[src/rtl/alu8_pkg.sv]
package alu8_pkg;

    localparam int unsigned DW   = 8;
    localparam int unsigned NIB  = DW / 2;
    localparam int unsigned OPW  = 4;

    typedef enum logic [OPW-1:0] {
        OP_ADD  = 4'd0,
        OP_ADC  = 4'd1,
        OP_SUB  = 4'd2,
        OP_SBC  = 4'd3,
        OP_CMP  = 4'd4,
        OP_AND  = 4'd5,
        OP_OR   = 4'd6,
        OP_XOR  = 4'd7,
        OP_NEG  = 4'd8,
        OP_CPL  = 4'd9,
        OP_CCF  = 4'd10,
        OP_SCF  = 4'd11,
        OP_DAA  = 4'd12,
        OP_RSV0 = 4'd13,
        OP_RSV1 = 4'd14,
        OP_RSV2 = 4'd15
    } alu_op_e;

    // Packed from bit7 down to bit0.
    typedef struct packed {
        logic s;
        logic z;
        logic b5;
        logic h;
        logic b3;
        logic pv;
        logic n;
        logic c;
    } flag_t;

    function automatic logic even_par(input logic [DW-1:0] v);
        return ~(^v);
    endfunction

    function automatic logic is_arith(input alu_op_e op);
        return (op == OP_ADD) || (op == OP_ADC) || (op == OP_SUB) ||
               (op == OP_SBC) || (op == OP_CMP) || (op == OP_NEG);
    endfunction

    function automatic logic is_subtract(input alu_op_e op);
        return (op == OP_SUB) || (op == OP_SBC) || (op == OP_CMP) ||
               (op == OP_NEG);
    endfunction

endpackage

[src/rtl/alu8_addsub.sv]
module alu8_addsub
    import alu8_pkg::*;
#(
    parameter int unsigned W = DW
) (
    input  logic [W-1:0] x_i,
    input  logic [W-1:0] y_i,
    input  logic         cin_i,
    input  logic         sub_i,
    output logic [W-1:0] res_o,
    output logic         cout_o,
    output logic         half_o,
    output logic         ovf_o
);
    localparam int unsigned HW = W / 2;

    logic [W:0]  wide;
    logic [HW:0] low;

    always_comb begin
        if (sub_i) begin
            wide = {1'b0, x_i} - {1'b0, y_i} - {{W{1'b0}}, cin_i};
            low  = {1'b0, x_i[HW-1:0]} - {1'b0, y_i[HW-1:0]} - {{HW{1'b0}}, cin_i};
        end else begin
            wide = {1'b0, x_i} + {1'b0, y_i} + {{W{1'b0}}, cin_i};
            low  = {1'b0, x_i[HW-1:0]} + {1'b0, y_i[HW-1:0]} + {{HW{1'b0}}, cin_i};
        end
        res_o  = wide[W-1:0];
        cout_o = wide[W];
        half_o = low[HW];
        if (sub_i)
            ovf_o = (x_i[W-1] != y_i[W-1]) && (wide[W-1] != x_i[W-1]);
        else
            ovf_o = (x_i[W-1] == y_i[W-1]) && (wide[W-1] != x_i[W-1]);
    end

    // an addition of operands with different signs can never overflow
    always_comb begin
        if (!sub_i && (x_i[W-1] != y_i[W-1]))
            a_r4_no_mixed_add_overflow: assert (!ovf_o);
    end

endmodule

[src/rtl/alu8_logic.sv]
module alu8_logic
    import alu8_pkg::*;
#(
    parameter int unsigned W = DW
) (
    input  alu_op_e      op_i,
    input  logic [W-1:0] x_i,
    input  logic [W-1:0] y_i,
    output logic [W-1:0] res_o
);
    always_comb begin
        unique case (op_i)
            OP_AND:  res_o = x_i & y_i;
            OP_OR:   res_o = x_i | y_i;
            OP_XOR:  res_o = x_i ^ y_i;
            OP_CPL:  res_o = ~x_i;
            default: res_o = x_i;
        endcase
    end

    // OR result covers every bit of both operands
    always_comb begin
        if (op_i == OP_OR)
            a_r8_or_covers: assert ((res_o & x_i) == x_i && (res_o & y_i) == y_i);
    end

endmodule

[src/rtl/alu8_decadj.sv]
module alu8_decadj
    import alu8_pkg::*;
#(
    parameter int unsigned W = DW
) (
    input  logic [W-1:0] acc_i,
    input  logic         h_i,
    input  logic         n_i,
    input  logic         c_i,
    output logic [W-1:0] res_o,
    output logic         h_o,
    output logic         c_o
);
    localparam int unsigned HW      = W / 2;
    localparam logic [HW-1:0] DIGMAX = HW'(9);
    localparam logic [HW-1:0] DIGLOW = HW'(6);
    localparam logic [W-1:0]  TOPMAX = {DIGMAX, DIGMAX};
    localparam logic [W-1:0]  LO_FIX = {{HW{1'b0}}, DIGLOW};
    localparam logic [W-1:0]  HI_FIX = {DIGLOW, {HW{1'b0}}};

    logic         lo_big;
    logic         hi_big;
    logic [W-1:0] fix;

    always_comb begin
        lo_big = acc_i[HW-1:0] > DIGMAX;
        hi_big = acc_i > TOPMAX;
        fix    = '0;
        if (lo_big || h_i)
            fix = fix | LO_FIX;
        if (hi_big || c_i)
            fix = fix | HI_FIX;
        res_o = n_i ? (acc_i - fix) : (acc_i + fix);
        c_o   = c_i || hi_big;
        h_o   = n_i ? (h_i && (acc_i[HW-1:0] < DIGLOW)) : lo_big;
    end

    // carry out never drops a carry that came in
    always_comb begin
        if (c_i)
            a_r11_carry_sticky: assert (c_o);
    end

endmodule

[src/rtl/alu8_core.sv]
module alu8_core
    import alu8_pkg::*;
(
    input  logic [7:0] acc_i,
    input  logic [7:0] opnd_i,
    input  logic [7:0] flags_i,
    input  logic [3:0] op_i,
    output logic [7:0] result_o,
    output logic [7:0] flags_o,
    output logic       acc_we_o
);
    alu_op_e       op;
    flag_t         fin;
    flag_t         fout;

    logic [DW-1:0] as_x;
    logic [DW-1:0] as_y;
    logic          as_cin;
    logic          as_sub;
    logic [DW-1:0] as_res;
    logic          as_cout;
    logic          as_half;
    logic          as_ovf;

    logic [DW-1:0] lg_res;
    logic [DW-1:0] da_res;
    logic          da_h;
    logic          da_c;

    logic [DW-1:0] res;
    logic [DW-1:0] shown;

    assign op  = alu_op_e'(op_i);
    assign fin = flag_t'(flags_i);

    always_comb begin
        as_sub = is_subtract(op);
        as_x   = (op == OP_NEG) ? '0 : acc_i;
        as_y   = (op == OP_NEG) ? acc_i : opnd_i;
        as_cin = ((op == OP_ADC) || (op == OP_SBC)) ? fin.c : 1'b0;
    end

    alu8_addsub #(.W(DW)) u_addsub (
        .x_i    (as_x),
        .y_i    (as_y),
        .cin_i  (as_cin),
        .sub_i  (as_sub),
        .res_o  (as_res),
        .cout_o (as_cout),
        .half_o (as_half),
        .ovf_o  (as_ovf)
    );

    alu8_logic #(.W(DW)) u_logic (
        .op_i  (op),
        .x_i   (acc_i),
        .y_i   (opnd_i),
        .res_o (lg_res)
    );

    alu8_decadj #(.W(DW)) u_decadj (
        .acc_i (acc_i),
        .h_i   (fin.h),
        .n_i   (fin.n),
        .c_i   (fin.c),
        .res_o (da_res),
        .h_o   (da_h),
        .c_o   (da_c)
    );

    always_comb begin
        fout     = fin;
        res      = acc_i;
        acc_we_o = 1'b1;
        unique case (op)
            OP_ADD, OP_ADC, OP_SUB, OP_SBC, OP_NEG: begin
                res     = as_res;
                fout.s  = as_res[DW-1];
                fout.z  = (as_res == '0);
                fout.h  = as_half;
                fout.pv = as_ovf;
                fout.n  = as_sub;
                fout.c  = as_cout;
            end
            OP_CMP: begin
                acc_we_o = 1'b0;
                fout.s  = as_res[DW-1];
                fout.z  = (as_res == '0);
                fout.h  = as_half;
                fout.pv = as_ovf;
                fout.n  = 1'b1;
                fout.c  = as_cout;
            end
            OP_AND, OP_OR, OP_XOR: begin
                res     = lg_res;
                fout.s  = lg_res[DW-1];
                fout.z  = (lg_res == '0);
                fout.h  = (op == OP_AND);
                fout.pv = even_par(lg_res);
                fout.n  = 1'b0;
                fout.c  = 1'b0;
            end
            OP_CPL: begin
                res    = lg_res;
                fout.h = 1'b1;
                fout.n = 1'b1;
            end
            OP_CCF: begin
                fout.h = fin.c;
                fout.n = 1'b0;
                fout.c = ~fin.c;
            end
            OP_SCF: begin
                fout.h = 1'b0;
                fout.n = 1'b0;
                fout.c = 1'b1;
            end
            OP_DAA: begin
                res     = da_res;
                fout.s  = da_res[DW-1];
                fout.z  = (da_res == '0);
                fout.h  = da_h;
                fout.pv = even_par(da_res);
                fout.c  = da_c;
            end
            default: begin
                acc_we_o = 1'b0;
            end
        endcase

        shown = (op == OP_CMP) ? as_res : res;
        if (op <= OP_DAA) begin
            fout.b5 = shown[5];
            fout.b3 = shown[3];
        end
        result_o = res;
        flags_o  = fout;
    end

    // compare never changes the accumulator
    always_comb begin
        if (op == OP_CMP)
            a_r6_cmp_no_write: assert (!acc_we_o && result_o == acc_i);
    end

    // AND leaves half-carry set and carry clear
    always_comb begin
        if (op == OP_AND)
            a_r7_and_hc: assert (flags_o[4] && !flags_o[0] && !flags_o[1]);
    end

    // zero flag agrees with the written result
    always_comb begin
        if (acc_we_o && (is_arith(op) || op == OP_AND || op == OP_OR ||
                         op == OP_XOR || op == OP_DAA))
            a_r1_zero_matches: assert (flags_o[6] == (result_o == 8'h00));
    end

    // reserved codes pass flags straight through
    always_comb begin
        if (op > OP_DAA)
            a_r12_reserved_pass: assert (flags_o == flags_i && !acc_we_o);
    end

endmodule

[config.mk]
export PLATFORM = sky130hd
export DESIGN_NAME = alu8_core
export DESIGN_NICKNAME = d
export VERILOG_FILES = /design/src/rtl/alu8_pkg.sv /design/src/rtl/alu8_addsub.sv /design/src/rtl/alu8_logic.sv /design/src/rtl/alu8_decadj.sv /design/src/rtl/alu8_core.sv
export SDC_FILE = /design/constraint.sdc
export NUM_CORES = 1
export LEC_CHECK = 0
export BUFFER_PORTS_ARGS = -buffer_cell sky130_fd_sc_hd__buf_2
export CAP_MARGIN = 20
export CORE_MARGIN = 1
export CORE_UTILIZATION = 55
export DETAILED_ROUTE_END_ITERATION = 12
export GPL_TIMING_DRIVEN = 0
export PLACE_DENSITY = 0.77
export SYNTH_ARGS = -nofsm -noshare
export SYNTH_HDL_FRONTEND = slang
export SYNTH_HIERARCHICAL = 1
export SYNTH_SLANG_ARGS = --single-unit
[constraint.sdc]
create_clock -name vclk -period 4.6
set_input_delay 0.23 -clock vclk [all_inputs]
set_output_delay 0.23 -clock vclk [all_outputs]
set_load 0.01 [all_outputs]
-- Word-level counts from Yosys, hierarchy flattened
Cells that the tools add are included.
- flip-flop bits (word level): 0
- bits in latches: 0
- bits in writable memories: 0
- ROM bits: 0
- input bits: 28
- output and inout port bits: 17
- word-level logic and storage cells: 79
- memories: 0
- add/sub/neg operators: 10
- multipliers: 0
- div/mod/pow operators: 0
- order comparisons: 4
- eq/ne operators: 15
- shift-type cells: 0
- muxes and demuxes: 21
- bitwise logic cells: 7
- reductions and logical operators: 22
- operators by type and width (cell ; count):
    case mux 8 bit (4 select lines) ; 1
    zero test 8 bit ; 3
    2-to-1 mux 8 bit ; 3
    case mux 8 bit (3 select lines) ; 1
    equality test 4 bit, second input constant ; 5
    equality test 4 x 3 -> 1 bit, second input constant ; 4
    XOR reduction 8 bit ; 2
    OR reduction 12 bit ; 1
    OR reduction 5 bit ; 2
    adder 8 x 8 -> 9 bit ; 1
    adder 9 x 1 -> 9 bit ; 1
    2-to-1 mux 9 bit ; 1
    subtractor 8 x 8 -> 9 bit ; 1
    subtractor 9 x 1 -> 9 bit ; 1
    adder 8 bit ; 1
    bitwise AND 8 bit ; 1
    equality test 4 x 2 -> 1 bit, second input constant ; 2
    greater-than comparator 8 bit, second input constant ; 1
    inverter 8 bit ; 1
    OR 8 bit ; 1
    subtractor 8 bit ; 1
    XOR 8 bit ; 1
    2-to-1 mux 7 bit ; 1
    logical OR 1 bit ; 6
    25 further kinds ; 36

-- Logic depth before layout (Yosys ltp)
- depth in word-level cells: 9
- depth in mapped cells: 20
- gate-level depth less buffers: 18

-- By module
The synthesis kept the hierarchy.
- modules (own cells, without submodules) (module ; times used ; cells each ; area an instance (um^2) ; seq. area each (um^2)):
    alu8_core ; 1 ; 162 ; 1077.3 ; 0.0
    alu8_addsub ; 1 ; 129 ; 958.4 ; 0.0
    alu8_logic ; 1 ; 103 ; 767.0 ; 0.0
    alu8_decadj ; 1 ; 58 ; 407.9 ; 0.0

-- Least setup slack after synthesis
Ideal clock, no wire load.
- kind: input to output
- start point: input port op_i[0]
- end point: output port flags_o[2]
- arrival time: 3.889 ns
- slack: 0.481 ns
- stages on the path: 15
- path buffers: 3
- cell sequence: buf_2 nor2_2 and3_1 buf_2 buf_4 mux2_2 ha_1 inv_1 ha_1 a21o_1 or4_4 and3_1 mux4_2 a222oi_1 nor2_1
- longest elaborated chain between the ends: 9
- elaborated cells on any way between the ends: 35
- classes of those cells: add/sub: 4; eq/ne: 13; mux: 7; bitwise: 1; reduce/logical: 10
- RTL lines (item ; line ; source):
    start: declaration ; alu8_core.sv:7 ; input logic [3:0] op_i,
    equality test 4 bit (*) ; alu8_core.sv:39 ; as_y = (op == OP_NEG) ? acc_i : opnd_i;
    2-to-1 mux 8 bit (*) ; alu8_core.sv:39 ;
    via as_y[6] ; alu8_core.sv:17 ; logic [DW-1:0] as_y;
    adder 8 x 8 -> 9 bit / subtractor 8 x 8 -> 9 bit (equally long branches) ; alu8_addsub.sv:25, alu8_addsub.sv:22 ;
    adder 9 x 1 -> 9 bit / subtractor 9 x 1 -> 9 bit (equally long branches) ; alu8_addsub.sv:25, alu8_addsub.sv:22 ;
    2-to-1 mux 9 bit (*) ; alu8_addsub.sv:21 ; if (sub_i) begin
    != test 1 bit (*) ; alu8_addsub.sv:32, alu8_addsub.sv:34 ;
    logical AND 1 bit (on tied branches) ; alu8_addsub.sv:34, alu8_addsub.sv:32 ;
    2-to-1 mux 1 bit (*) ; alu8_addsub.sv:31 ; if (sub_i)
    via as_ovf ; alu8_core.sv:23 ; logic as_ovf;
    case mux 1 bit (3 select lines) (*) ; alu8_core.sv:75 ; unique case (op)
    end: declaration ; alu8_core.sv:9 ; output logic [7:0] flags_o,
Mark *: on every way through the listed nets, which the timed path passes. The rest lies on a longest branch.

-- Final worst setup path
Same ends and word-level chain as after synthesis.

==> key figures <==
Run status
  – Status: finished, final reports clean

Placement
  – GP Congestion: around 0.88
  – # port buffers: 45
  – Place WS: -0.309 ns
  – DP HPWL: roughly 7500 um
  – Post-Place Cells: 569

Synthesis
  – Post-synthesis compound-gate area fraction: a little over a quarter
  – Syn Std Cell Area: around 3200 um2
  – Synth Area in XOR/XNOR: under 10%
  – Syn_nets: ~540
  – Synth Area in Simple Gates: approximately a quarter
  – Synth warn: 6
  – Adder-Cell Fraction of Synth Area: a little under a quarter
  – Largest family of logic cells by synthesized area: compound AO/OA/AOI/OAI gates
  – Post-Synthesis Cells: approximately 450
  – Post-synthesis mux area share: roughly 5.8%
  – Post-synthesis sequential area ratio: 0%
  – Cell variety after synth: 75
  – Post-Syn Area per Cell: 7.10 um2

Global routing
  – Largest net degree at the start of global routing: 20
  – First-pass GRT wire length: roughly 15,000 um
  – Grt ovf: 0
  – Vias in the first global route: roughly 3,200
  – Initial antenna violation count: 0
  – Global Route Usage Sum: between 30% and 40%

Final layout
  – Diodes inserted: 0
  – Layout clock buffers: 0
  – Fillers: around 540
  – Layout net count: ~600
  – Fin cells: between 500 and 600
  – Layout area overhead: 11.2%
  – Layout cells sized above 1: 16.9%
  – Final Core Density: between 60% and 70%
  – Register area: 0 um2
  – FFs & Latches: 0

Setup path
  – CP peak stage delay: ~0.5 ns
  – Crit path DAT: 4.18 ns
  – Critical Path Sink: flags_o[2]
  – Worst setup SP type: input pin
  – Worst path slowest cell: mux4_2
  – CP startpoint: op_i[0]
  – Crit Path Max Fanout: 19
  – CP endpoint kind: output port
  – Worst-path cell chain: buf_4 -> nor2_4 -> and3_1 -> buf_4 -> mux2_2 -> ha_2 -> inv_1 -> ha_1 -> a21oi_1 -> nor2_1 -> or4_4 -> and3_1 -> mux4_2 -> a222oi_1 -> nor2_1 -> buf_2
  – WP data required: approximately 4.4 ns
  – Kind of critical path: in2out

Floorplanning
  – Die X: between 70 and 80 um
  – Chip Height: ~78 um
  – Initial core utilization: approximately 58%
  – Core area: around 5600 um2
  – I/O Pins: 45
  – Die ar.: 6150 um2
  – Row count: 27

Power and ir drop
  – Power per cell area: approximately 170 nW/um2
  – Clk pwr share: 0%
  – Reg power frac: 0%
  – NetSw: around 340 uW
  – Combinational Power Share: 100.0%
  – Peak VDD IR: between 0.0001 and 0.00015 V
  – Leak: around 1.7 nW
  – Int Pwr: between 200 and 300 uW
  – Sw frac: a little under three fifths

Routing
  – Detailed-route DRC error count: 0
  – Routed length per instance: 16.4 um
  – Routed WL: about 9300 um
  – Avg Vias per Cell: a little over 6
  – Vias: 3,545
  – 1st-pass router iterations: 8
  – DRT antenna net count: 0
  – First-iteration detailed-routing DRC count: a little over 300

STA
  – Setup TNS: 0 ns
  – Post-route clock period utilization: a little over nine tenths
  – Fmax: around 230 MHz
  – Slew @ Worst Pin: between 0.6 and 0.7 ns
  – Slew Limit Fails: 0
  – Fin worst setup slack: around 0.19 ns
  – # setup viols final: 0
  – Slew margin rel.: approximately three fifths
  – Unrepaired setup endpoints after global routing: false
  – Worst hold margin: roughly 0.76 ns
  – Min Clock Period, post-route: approximately 4.4 ns
  – Hold Fails Final Rpt: 0

Hold path
  – Worst min-delay path category: in2out
  – Hold Crit Start: flags_i[6]

Flow run
  – Max-Cap Viols: 0
## cells in the final DEF, fill, tap and decap left out, types with 5 or more instances in the layout
master | Yosys | final
o211ai_1 | 11 | 11
buf_2 | 6 | 48
xor2_1 | 6 | 6
nor2b_1 | 19 | 19
nor4_1 | 5 | 5
nand2_1 | 34 | 34
ha_1 | 54 | 51
nand3_1 | 5 | 5
a32oi_1 | 6 | 6
xnor2_1 | 18 | 18
a222oi_1 | 8 | 8
a2bb2oi_1 | 5 | 5
o21ai_0 | 19 | 19
mux2_2 | 9 | 9
o21a_1 | 6 | 6
nand2b_1 | 16 | 16
nor2_1 | 36 | 36
clkbuf_1 | 7 | 7
a21oi_1 | 18 | 18
inv_1 | 63 | 63
## cells by family (layout without fill, tap and decap cells)
logic type,Yosys count,after routing
AND/OR/NAND/NOR,155,155
buffers and inverters,84,129
XOR/XNOR,24,24
AO/OA/AOI/OAI,116,116
adder cells (fa/ha/maj),58,58
multiplexers,15,15
## final cells by class
cell class	count	area, um2	share of cell area, %
Inverter	64	240	6.73
Timing Repair Buffer	46	235	6.59
Buffer	19	109	3.05
Multi-Input combinational cell	368	2900	81.1
Tap cell	72	90.1	2.52
## critical path: cells and delay by family
| family | cells | cell delay, ns |
|---|---|---|
| AOI/OAI and AO/OA | 2 | 0.59 |
| muxes | 2 | 0.88 |
| buffers and inverters | 4 | 0.60 |
| adders and majority gates | 2 | 0.77 |
| and+or+nand+nor | 6 | 1.09 |
## Yosys cell counts, drive strengths merged, types with 3 or more instances
cell,n,area (um2)
nand3b,4,30.0
a32oi,6,52.6
a21oi,18,90.1
a311o,4,40.0
and2b,3,25.0
nand3,5,25.0
o21a,6,45.0
nor3,4,25.0
ha,54,676
fa,4,80.1
clkbuf,9,36.3
mux2i,5,62.6
nand4,3,18.8
nand2b,18,118
nor2b,20,133
nand2,34,128
inv,63,236
and3,3,18.8
o21ai,19,95.1
a211oi,3,27.5
o221ai,4,35.0
mux2,9,101
a22oi,3,22.5
a222oi,8,80.1
or3b,5,46.3
buf,11,71.3
xor2,6,52.6
nor2,37,141
o2bb2ai,3,26.3
o221a,3,33.8
nor4,5,31.3
nor3b,3,22.5
a2bb2oi,5,43.8
xnor2,18,158
a21o,4,30.0
o211ai,11,82.6
## worst min-delay path by stage
stage	end	slack, ns	depth (start not counted)
after floorplan	result_o[0]	0.58	2
after global placement	flags_o[6]	0.75	3
after detailed placement	flags_o[6]	0.76	3
after CTS	flags_o[6]	0.76	3
after global routing	flags_o[6]	0.77	3
final	flags_o[6]	0.76	3
## per-stage QoR
step                      cell area [um2]  power (mW)
after floorplan                      3210       0.418
after global placement               3530       0.554
after detailed placement             3530       0.569
after CTS                            3540       0.573
after global routing                 3570       0.645
final                                3570       0.590
## routing by layer
metal  track usage, %  up-vias  wire (um)
met2             53.2      174       4210
met5                0        -          0
li1                 -     1710          -
met1             39.6     1640       4140
met4             6.48        0        228
met3             2.33       21        760
## what timing repair did
action	CTS	global route
resized for setup	4	5
buffers inserted	1	0
hold buffers	0	0
endpoints found under the setup margin	2	2
gates cloned	0	0
pin swaps	2	1
## power by group through the flow
stage | clock network, mW | registers, mW | logic (mW)
floorplan | 0 | 0 | 0.418
global placement | 0 | 0 | 0.554
detailed placement | 0 | 0 | 0.569
CTS | 0 | 0 | 0.573
global route | 0 | 0 | 0.645
finish | 0 | 0 | 0.590
No activity file was read; power rests on OpenSTA's default activity.
